--- config.mk ---
export PLATFORM = sky130hd
export DESIGN_NAME = pool3_buffer
export DESIGN_NICKNAME = d
export VERILOG_FILES = /design/src/rtl/pool3_pkg.sv /design/src/rtl/pool3_busy_track.sv /design/src/rtl/pool3_index_arb.sv /design/src/rtl/pool3_slot_store.sv /design/src/rtl/pool3_buffer.sv
export SDC_FILE = /design/constraint.sdc
export NUM_CORES = 1
export LEC_CHECK = 0
export ABC_CLOCK_PERIOD_IN_PS = 4200
export BUFFER_PORTS_ARGS = -buffer_cell sky130_fd_sc_hd__buf_2
export CORE_MARGIN = 2
export CORE_UTILIZATION = 35
export CTS_BUF_LIST = sky130_fd_sc_hd__clkbuf_4
export DETAILED_ROUTE_END_ITERATION = 12
export HOLD_SLACK_MARGIN = 0.1
export PLACE_DENSITY = 0.56
export REMOVE_ABC_BUFFERS = 1
export SKIP_CTS_REPAIR_TIMING = 1
export SKIP_LAST_GASP = 1
export SLEW_MARGIN = 15
export SYNTH_ARGS = -nofsm -noshare
export SYNTH_HDL_FRONTEND = slang
export SYNTH_SLANG_ARGS = --single-unit
--- constraint.sdc ---
create_clock -name clk -period 4.2 [get_ports clk]
set_input_delay 0.21 -clock clk [delete_from_list [all_inputs] [get_ports clk]]
set_output_delay 0.21 -clock clk [all_outputs]
set_load 0.05 [all_outputs]
--- src/rtl/pool3_pkg.sv ---
package pool3_pkg;
  localparam int NSLOT = 3;
  localparam int IDXW  = 2;

  typedef logic [IDXW-1:0] slot_idx_t;

  localparam slot_idx_t SLOT_ONE   = 2'd1;
  localparam slot_idx_t SLOT_TWO   = 2'd2;
  localparam slot_idx_t SLOT_THREE = 2'd3;

  // The codes 1, 2 and 3 XOR pairwise to the remaining code.
  function automatic slot_idx_t other_slot(input slot_idx_t a, input slot_idx_t b);
    return a ^ b;
  endfunction
endpackage

--- src/rtl/pool3_busy_track.sv ---
module pool3_busy_track (
  input  logic clk,
  input  logic rst_n,
  input  logic start_i,
  input  logic stop_i,
  output logic start_acc_o,
  output logic stop_acc_o,
  output logic busy_o
);
  logic busy_q;

  assign start_acc_o = start_i && !busy_q;
  assign stop_acc_o  = stop_i && busy_q;
  assign busy_o      = busy_q;

  always_ff @(posedge clk or negedge rst_n) begin
    if (!rst_n)           busy_q <= 1'b0;
    else if (start_acc_o) busy_q <= 1'b1;
    else if (stop_acc_o)  busy_q <= 1'b0;
  end


  busy_clear_chk: assert property (@(posedge clk) disable iff (!rst_n)
    (!busy_q && !start_i) |=> !busy_q);
endmodule

--- src/rtl/pool3_index_arb.sv ---
module pool3_index_arb
  import pool3_pkg::*;
(
  input  logic      clk,
  input  logic      rst_n,
  input  logic      rd_req_i,
  input  logic      wr_req_i,
  output slot_idx_t next_o,
  output slot_idx_t read_o
);
  slot_idx_t next_q, last_q, read_q;
  slot_idx_t read_mid, next_d, last_d;

  // The reader is granted first; the writer's choice sees the updated read pointer.
  always_comb begin
    read_mid = rd_req_i ? last_q : read_q;
    next_d   = next_q;
    last_d   = last_q;
    if (wr_req_i) begin
      last_d = next_q;
      next_d = other_slot(next_q, read_mid);
    end
  end

  always_ff @(posedge clk or negedge rst_n) begin
    if (!rst_n) begin
      next_q <= SLOT_ONE;
      last_q <= SLOT_TWO;
      read_q <= SLOT_TWO;
    end else begin
      next_q <= next_d;
      last_q <= last_d;
      read_q <= read_mid;
    end
  end

  assign next_o = next_q;
  assign read_o = read_q;


  idx_distinct_chk: assert property (@(posedge clk) disable iff (!rst_n)
    (next_q != read_q) && (next_q != last_q) && (next_q != 2'd0)
    && (last_q != 2'd0) && (read_q != 2'd0));


  same_cycle_order_chk: assert property (@(posedge clk) disable iff (!rst_n)
    (rd_req_i && wr_req_i) |=> (read_q == $past(last_q)) && (last_q == $past(next_q)));


  latest_hold_chk: assert property (@(posedge clk) disable iff (!rst_n)
    !wr_req_i |=> $stable(last_q));
endmodule

--- src/rtl/pool3_slot_store.sv ---
module pool3_slot_store
  import pool3_pkg::*;
#(
  parameter int             DW         = 16,
  parameter logic [DW-1:0]  INIT_VALUE = '0
) (
  input  logic          clk,
  input  logic          rst_n,
  input  logic          we_i,
  input  slot_idx_t     widx_i,
  input  logic [DW-1:0] wdata_i,
  input  slot_idx_t     ridx_i,
  output logic [DW-1:0] rdata_o
);
  logic [DW-1:0] slot_q [NSLOT];

  for (genvar g = 0; g < NSLOT; g++) begin : g_slot
    localparam slot_idx_t MY_IDX = slot_idx_t'(g + 1);
    localparam logic [DW-1:0] RST_VAL = (MY_IDX == SLOT_TWO) ? INIT_VALUE : '0;
    logic [DW-1:0] q;
    always_ff @(posedge clk or negedge rst_n) begin
      if (!rst_n)                         q <= RST_VAL;
      else if (we_i && widx_i == MY_IDX)  q <= wdata_i;
    end
    assign slot_q[g] = q;
  end

  always_comb begin
    rdata_o = '0;
    for (int i = 0; i < NSLOT; i++)
      if (ridx_i == slot_idx_t'(i + 1)) rdata_o = slot_q[i];
  end
endmodule

--- src/rtl/pool3_buffer.sv ---
module pool3_buffer
  import pool3_pkg::*;
#(
  parameter int            DW         = 16,
  parameter logic [DW-1:0] INIT_VALUE = '0
) (
  input  logic          clk,
  input  logic          rst_n,
  input  logic          wr_start,
  input  logic          wr_valid,
  input  logic [DW-1:0] wr_data,
  input  logic          wr_commit,
  output logic          wr_busy,
  output logic [1:0]    wr_slot,
  input  logic          rd_start,
  input  logic          rd_finish,
  output logic          rd_valid,
  output logic [DW-1:0] rd_data,
  output logic [1:0]    rd_slot
);
  logic wr_start_acc, wr_commit_acc, wr_active, wr_we;
  logic rd_start_acc, rd_finish_acc;
  slot_idx_t next_idx, read_idx;

  pool3_busy_track u_wr_track (
    .clk(clk), .rst_n(rst_n), .start_i(wr_start), .stop_i(wr_commit),
    .start_acc_o(wr_start_acc), .stop_acc_o(wr_commit_acc), .busy_o(wr_busy)
  );

  pool3_busy_track u_rd_track (
    .clk(clk), .rst_n(rst_n), .start_i(rd_start), .stop_i(rd_finish),
    .start_acc_o(rd_start_acc), .stop_acc_o(rd_finish_acc), .busy_o(rd_valid)
  );

  pool3_index_arb u_arb (
    .clk(clk), .rst_n(rst_n), .rd_req_i(rd_start_acc), .wr_req_i(wr_commit_acc),
    .next_o(next_idx), .read_o(read_idx)
  );

  assign wr_active = wr_busy || wr_start_acc;
  assign wr_we     = wr_valid && wr_active;

  pool3_slot_store #(.DW(DW), .INIT_VALUE(INIT_VALUE)) u_store (
    .clk(clk), .rst_n(rst_n), .we_i(wr_we), .widx_i(next_idx), .wdata_i(wr_data),
    .ridx_i(read_idx), .rdata_o(rd_data)
  );

  assign wr_slot = next_idx;
  assign rd_slot = read_idx;


  no_collide_chk: assert property (@(posedge clk) disable iff (!rst_n)
    (wr_we && rd_valid) |-> (wr_slot != rd_slot));


  rd_data_hold_chk: assert property (@(posedge clk) disable iff (!rst_n)
    (rd_valid && $past(rd_valid) && !$past(rd_finish_acc)) |-> $stable(rd_data));


  rd_slot_hold_chk: assert property (@(posedge clk) disable iff (!rst_n)
    (rd_valid && !rd_finish_acc) |=> $stable(rd_slot));


  idle_write_chk: assert property (@(posedge clk) disable iff (!rst_n)
    (!wr_busy && !wr_start) |=> $stable(wr_slot));
endmodule

==> metrics.md, run 1 <==
| Metric | Value |
|---|---|
| Max-slew headroom | 31.3% |
| Reg2reg path depth | 3 |
| Post-synthesis cell area | 0.00259 mm2 |
| Comb pwr share | 49.5% |
| Synth warn | 0 |
| Status | finished, final reports clean |
| Global route overflow | 0 |
| Slew Limit Fails | 0 |
| Period Utilization, post-route | 66.2% |
| Layout area overhead | 21.9% |
| CTS tree | yes |
| Hold Crit Endpoint | u_wr_track.busy_o |
| Chip width | 90.0 um |
| Via count | 1,647 |
| Fill count | around 700 |
| Max H-tree Level | 2 |
| Worst Setup SP | u_arb.read_o[1] |
| Critical Path Sink Type | primary output |
| Routing usage on met3 | about 2.7% |
| Hold path start | wr_start |
| Worst EP required | between 3 and 4 ns |
| Top Usage Layer GRT | met2 |
| Crit path max-delay family | flip-flops |
| Worst reg2reg endpoint | u_store.g_slot[1].q[9] |
| Clock power share | 11.6% |
| Slowest-stage cell, CP | dfstp_2 |
| RSZ-0062 raised after global routing | false |
| Reg2Reg Setup Slack | ~2.3 ns |
| Synth Register Bits | 56 |
| Share of layout cells above drive strength 1 | 46.5% |
| Total of max-cap violations | 0 |
| Via density | 4.84 |
| Clk_lat worst skew | between 0.3 and 0.4 ns |
| DR WL/cell | 15.5 um |
| Pleak | 0.00139 uW |
| Switching part of the total | 43.8% |
| Yosys cell types | 26 |
| HPWL after detailed placement | 3.34 mm |
| Antenna Nets Post-Route | 0 |
| Crit Path Class | reg2out |
| Slack of the critical path | ~1.4 ns |
| Syn Area/Cell | 14.5 um2 |
| Hold WC Path Type | in2reg |
| Drt pass-1 iters | 4 |
| Mapped Cells | 179 |
| Crit-path max FO | 19 |
| Seq pwr share | about two fifths |
| Hold Path Depth | 3 |
| DRC violations left | 0 |
| Die ar. | 0.00810 mm2 |
| # diodes | 0 |
| Fmax | approximately 0.36 GHz |
| Pwr Density | 822 mW/mm2 |
| Crit path cell chain | inv_1 -> nor2_1 -> buf_4 -> o2bb2ai_1 -> buf_2 |
| Arr. time, crit path | 2.57 ns |
| Reg clk slew, reported paths | approximately 0.15 ns |
| Final setup fails | 0 |
| Rows | 31 |
| Number of global-route vias before repair | 1,667 |
| Crit path launch type | register |
| Clock sinks | 56 |
| Slew at the pin closest to its max-slew limit | between 1 and 1.5 ns |
| CTS Buffer Depth | 2 |
| I/O pin cnt | 45 |
| Grt met2 use | between 20 and 25% |
| Buf+Inv Stages, Crit Path | 3 |
| Switch Pwr | 1140 uW |
| Initial DRC count | 63 |
| Nets@finish | between 200 and 300 |
| Place WS | 1.83 ns |
| RR Startpoint | u_arb.next_o[1] |
| Internal power | approximately 1500 uW |
| First-pass GRT wire length | 8.83 mm |
| IO buf count | 44 |
| Routability cong. | ~0.72 |
| Die height | 90.0 um |
| Final hold violations | 0 |
| Post-layout min period | 2.78 ns |
| Initial antenna violation count | 0 |
| TritonCTS Buffers | 5 |
| Global-route track usage on met1 | 18.9% |
| Starting Density | 35.9% |
| Setup TNS | 0 ns |
| Core Box Area | slightly above 0.007 mm2 |
| CP peak stage delay | 0.92 ns |
| Largest net degree at the start of global routing | between 50 and 60 |
| GRT Overall Usage | around 14% |
| Register area share after synthesis | between 50% and 60% |
| Worst vdd ir | 0.000435 V |
| Drt total wl | 5.27 mm |
| Worst Clk Skew | 0.00744 ns |
| Clock root buffer | clkbuf_4 |
==> worst max path at each step <==
stage	slack, ns	endpoint	cells past startpoint
3_3_place_gp	1.91	rd_data[11]	5
2_1_floorplan	0.59	u_store.g_slot[0].q[0]	3
3_5_place_dp	1.83	rd_data[11]	5
6_report	1.42	rd_data[11]	5
4_1_cts	1.38	rd_data[11]	5
5_1_grt	1.27	rd_data[11]	5
==> routing by layer <==
metal | routed length [um] | up-vias
met3 | 150 | 6
met1 | 2680 | 821
li1 | - | 786
met5 | 0 | -
met2 | 2400 | 34
met4 | 42 | 0
==> area by class of cell <==
class | instances | area (um2) | share of cell area (%)
flip-flops and latches | 56 | 1410 | 44.5
multi-input cells | 109 | 1110 | 35.3
repair buffers | 65 | 423 | 13.4
clock buffers | 6 | 45.0 | 1.43
well taps | 99 | 124 | 3.92
clock inverters | 2 | 35.0 | 1.11
inverters | 3 | 11.3 | 0.357
==> flip-flops by register name, indices dropped and copies added (netlist names) <==
register           count
u_arb.last_q           2
u_rd_track.busy_o      1
u_arb.read_o           2
u_arb.next_o           2
u_store.g_slot.q      48
u_wr_track.busy_o      1
==> metrics by stage <==
stage | power [uW] | util (%) | std cells | instance area [um2] | hold WS [ns]
4_1_cts | 2610 | 41.3 | 322 | 2980 | -0.0354
3_3_place_gp | 2300 | 40.1 | 314 | 2900 | 0.396
2_1_floorplan | 2000 | - | 168 | 2510 | -0.0856
6_report | 2600 | 43.8 | 340 | 3160 | 0.148
3_5_place_dp | 2310 | 40.1 | 314 | 2900 | 0.397
5_1_grt | 2760 | 43.8 | 340 | 3160 | 0.138
==> cell usage in the layout (no fill, tap or decap) <==
cell type,Yosys,routed
a21boi_0,2,2
a311oi_1,2,2
and2_1,1,1
buf_2,5,44
buf_4,3,3
bufinv_16,0,1
clkbuf_4,0,6
clkinv_1,1,1
clkinv_2,0,1
dfrtp_1,53,53
dfstp_2,3,3
dlygate4sd3_1,0,18
inv_1,2,2
mux2_2,40,40
mux2_4,10,10
mux2i_1,16,16
nand2_1,3,3
nand2b_1,1,1
nand3_1,2,2
nand4b_1,4,4
nor2_1,2,2
nor2_2,1,1
nor2b_1,1,1
nor3_4,1,1
nor4bb_1,3,2
nor4bb_4,0,1
o2111ai_2,1,1
o21ai_0,3,3
o2bb2ai_1,16,16
==> power by group through the flow <==
| stage | clock network, uW | registers [uW] | logic (uW) |
|---|---|---|---|
| after detailed placement | 0 | 1030 | 1290 |
| final | 301 | 1010 | 1280 |
| after global routing | 336 | 1050 | 1370 |
| after global placement | 0 | 1020 | 1270 |
| after CTS | 313 | 1020 | 1290 |
| after floorplan | 0 | 1040 | 962 |
==> logic make-up after synthesis <==
kind of cell / share of synthesized area, %
buffers and inverters: 3.33
AO/OA/AOI/OAI: 7.83
AND/OR/NAND/NOR: 5.22
flip-flops: 54.3
multiplexers: 29.4
==> cells in the mapped netlist (all sizes together) <==
| cell type | count | area [um2] |
|---|---|---|
| dfrtp | 53 | 1330 |
| mux2 | 50 | 601 |
| mux2i | 16 | 160 |
| o2bb2ai | 16 | 140 |
| buf | 9 | 67.6 |
| nand4b | 4 | 35.0 |
| dfstp | 3 | 78.8 |
| nand2 | 3 | 11.3 |
| nor2 | 3 | 13.8 |
| nor4bb | 3 | 30.0 |
| o21ai | 3 | 15.0 |
| a21boi | 2 | 15.0 |
| a311oi | 2 | 17.5 |
| clkbuf | 2 | 7.51 |
| inv | 2 | 7.51 |
| nand3 | 2 | 10.0 |
| and2 | 1 | 6.26 |
| clkinv | 1 | 3.75 |
| nand2b | 1 | 6.26 |
| nor2b | 1 | 6.26 |
| nor3 | 1 | 16.3 |
| o2111ai | 1 | 15.0 |
==> worst min-delay path: stages <==
cell and delay, ns:
buf_2 0.10, nor2_2 0.07, nor2_1 0.11
Power figures use the tool's default switching activity.
==> run 2, diff against run 1 <==
ABC_CLOCK_PERIOD_IN_PS = 2330   (was 4200)
PLACE_DENSITY = 0.58   (was 0.56)
clock period = 2.33 ns   (was 4.2 ns; I/O delays follow)
==> run 2 against run 1 <==
Against the previous run:
- hold slack lost 0.042 ns
- worst setup slack lost 1.1 ns
- total power grew 80%
- critical endpoint is now rd_data[9]
==> metrics.md, run 2 (same netlist as run 1, synthesis figures left out) <==
| Metric | Value |
|---|---|
| Worst reg2reg endpoint | u_store.g_slot[2].q[1] |
| Antenna Nets Post-Route | 0 |
| GRT Overall Usage | about an eighth |
| DRC violations left | 0 |
| Post-layout min period | 2.00 ns |
| Pleak | 0.00140 uW |
| TritonCTS Buffers | 5 |
| Worst EP required | 2.21 ns |
| Commonest non-fill, non-tap cell in the layout | dfrtp_1 |
| Period Utilization, post-route | a little under nine tenths |
| Worst Clk Skew | 0.0121 ns |
| Fmax | 0.499 GHz |
| Die height | between 90 and 100 um |
| Chip width | about 90 um |
| Die ar. | 0.00810 mm2 |
| Crit Path Class | reg2out |
| RR Startpoint | u_arb.next_o[0] |
| Largest register FFs | 48 |
| Number of global-route vias before repair | 1,615 |
| Initial antenna violation count | 0 |
| Largest net degree at the start of global routing | between 50 and 60 |
| First-pass GRT wire length | 8.33 mm |
| Slew at the pin closest to its max-slew limit | 0.968 ns |
| Via count | 1,679 |
| Layout area overhead | 23.0% |
| Max H-tree Level | 2 |
| Starting Density | 35.9% |
| Hold Path Depth | 3 |
| Total of max-cap violations | 0 |
| Final setup fails | 0 |
| Share of layout cells above drive strength 1 | 47.1% |
| HPWL after detailed placement | around 3.3 mm |
| Status | finished, final reports clean |
| Crit path launch type | register |
| Global route overflow | 0 |
| Core Box Area | slightly above 0.007 mm2 |
| Clock root buffer | clkbuf_4 |
| Reg2Reg Setup Slack | 0.54 ns |
| Slew Limit Fails | 0 |
| Pwr Density | about 1500 mW/mm2 |
| Routability cong. | 0.771 |
| Initial DRC count | 46 |
| Design Power | 4690 uW |
| Reg2reg path depth | 2 |
| # diodes | 0 |
| Via density | between 4 and 5 |
| Clk_lat worst skew | approximately 0.37 ns |
| Hold WC Path Type | in2reg |
| Reg clk slew, reported paths | roughly 0.16 ns |
| I/O pin cnt | 45 |
| Drt pass-1 iters | 4 |
| Fill count | 714 |
| Worst vdd ir | 0.000502 V |
| RSZ-0062 raised after global routing | false |
| Top reg by flops | u_store.g_slot.q |
| Critical Path Sink Type | primary output |
| IO buf count | 44 |
| Rows | 31 |
| Hold path start | rd_start |
| Max-slew headroom | 35.4% |
| DR WL/cell | 15.3 um |
| Final hold violations | 0 |
| Nets@finish | ~270 |
| Arr. time, crit path | 1.89 ns |
| Most frequent cells in the layout | 53 x dfrtp_1, 44 x buf_2, 40 x mux2_2 |
| Crit-path max FO | 18 |
| Final core utilization | around 44% |
| Hold Crit Endpoint | u_rd_track.busy_o |
| CTS tree | yes |
| Clock sinks | 56 |
| CTS Buffer Depth | 2 |
| Drt total wl | 5.26 mm |
-- run 2: cell count changes in the layout (fill, tap and decap cells not counted) --
cell	before	now
clkinv_1	1	0
dlygate4sd3_1	18	19
clkinvlp_4	0	2
buf_4	3	5
clkbuf_4	6	5
-- run 2: report_power, final --
group | total, uW | leakage (uW) | internal (uW) | switching (uW)
clock network | 521 | 0.0000412 | 224 | 297
logic | 2400 | 0.000699 | 945 | 1460
registers | 1760 | 0.000658 | 1460 | 297
total | 4690 | 0.00140 | 2630 | 2050
-- run 2: area by class of cell --
cell class,instances,area [um2],area share (%)
Clock buffer,5,37.5,1.18
Inverter,3,15.0,0.471
Timing Repair Buffer,68,448,14.1
Multi-Input combinational cell,109,1110,35.0
Sequential cell,56,1410,44.1
Tap cell,99,124,3.89
Clock inverter,3,42.5,1.34
-- run 2: layer usage --
| layer | vias up | global-route usage [%] | part of all wire (%) |
|---|---|---|---|
| li1 | 800 | - | - |
| met2 | 32 | 20.6 | 46 |
| met3 | 5 | 2.93 | 3.4 |
| met4 | 0 | 4.23 | 0.91 |
| met1 | 842 | 18.1 | 49 |
| met5 | - | 0 | 0 |
-- run 2: worst max path at each step --
stage | from | endpoint | slack, ns | cells after the start
floorplan | u_wr_track.busy_o | u_store.g_slot[0].q[0] | -1.28 | 3
global placement | u_arb.read_o[0] | rd_data[9] | 0.55 | 3
detailed placement | u_arb.next_o[0] | u_store.g_slot[2].q[8] | 0.54 | 2
CTS | u_arb.read_o[0] | rd_data[9] | 0.12 | 3
global route | u_arb.read_o[1] | rd_data[13] | 0.19 | 4
finish | u_arb.read_o[1] | rd_data[9] | 0.33 | 4
-- run 2: metrics by stage --
step / instance area [um2] / TNS (ns) / cells / hold slack, ns / worst slack [ns]
floorplan: 2510 / -19.52 / 168 / -0.179 / -1.28
detailed placement: 2910 / 0 / 316 / 0.295 / 0.537
global route: 3190 / 0 / 343 / 0.133 / 0.187
global placement: 2910 / 0 / 316 / 0.302 / 0.548
finish: 3190 / 0 / 343 / 0.106 / 0.325
CTS: 2990 / 0 / 324 / -0.136 / 0.121
-- run 2: critical path: stages, from the launching register on --
cell and delay [ns]:
dfstp_2 0.55, buf_4 0.31, mux2i_1 0.12, o2bb2ai_1 0.21
buf_2 0.31
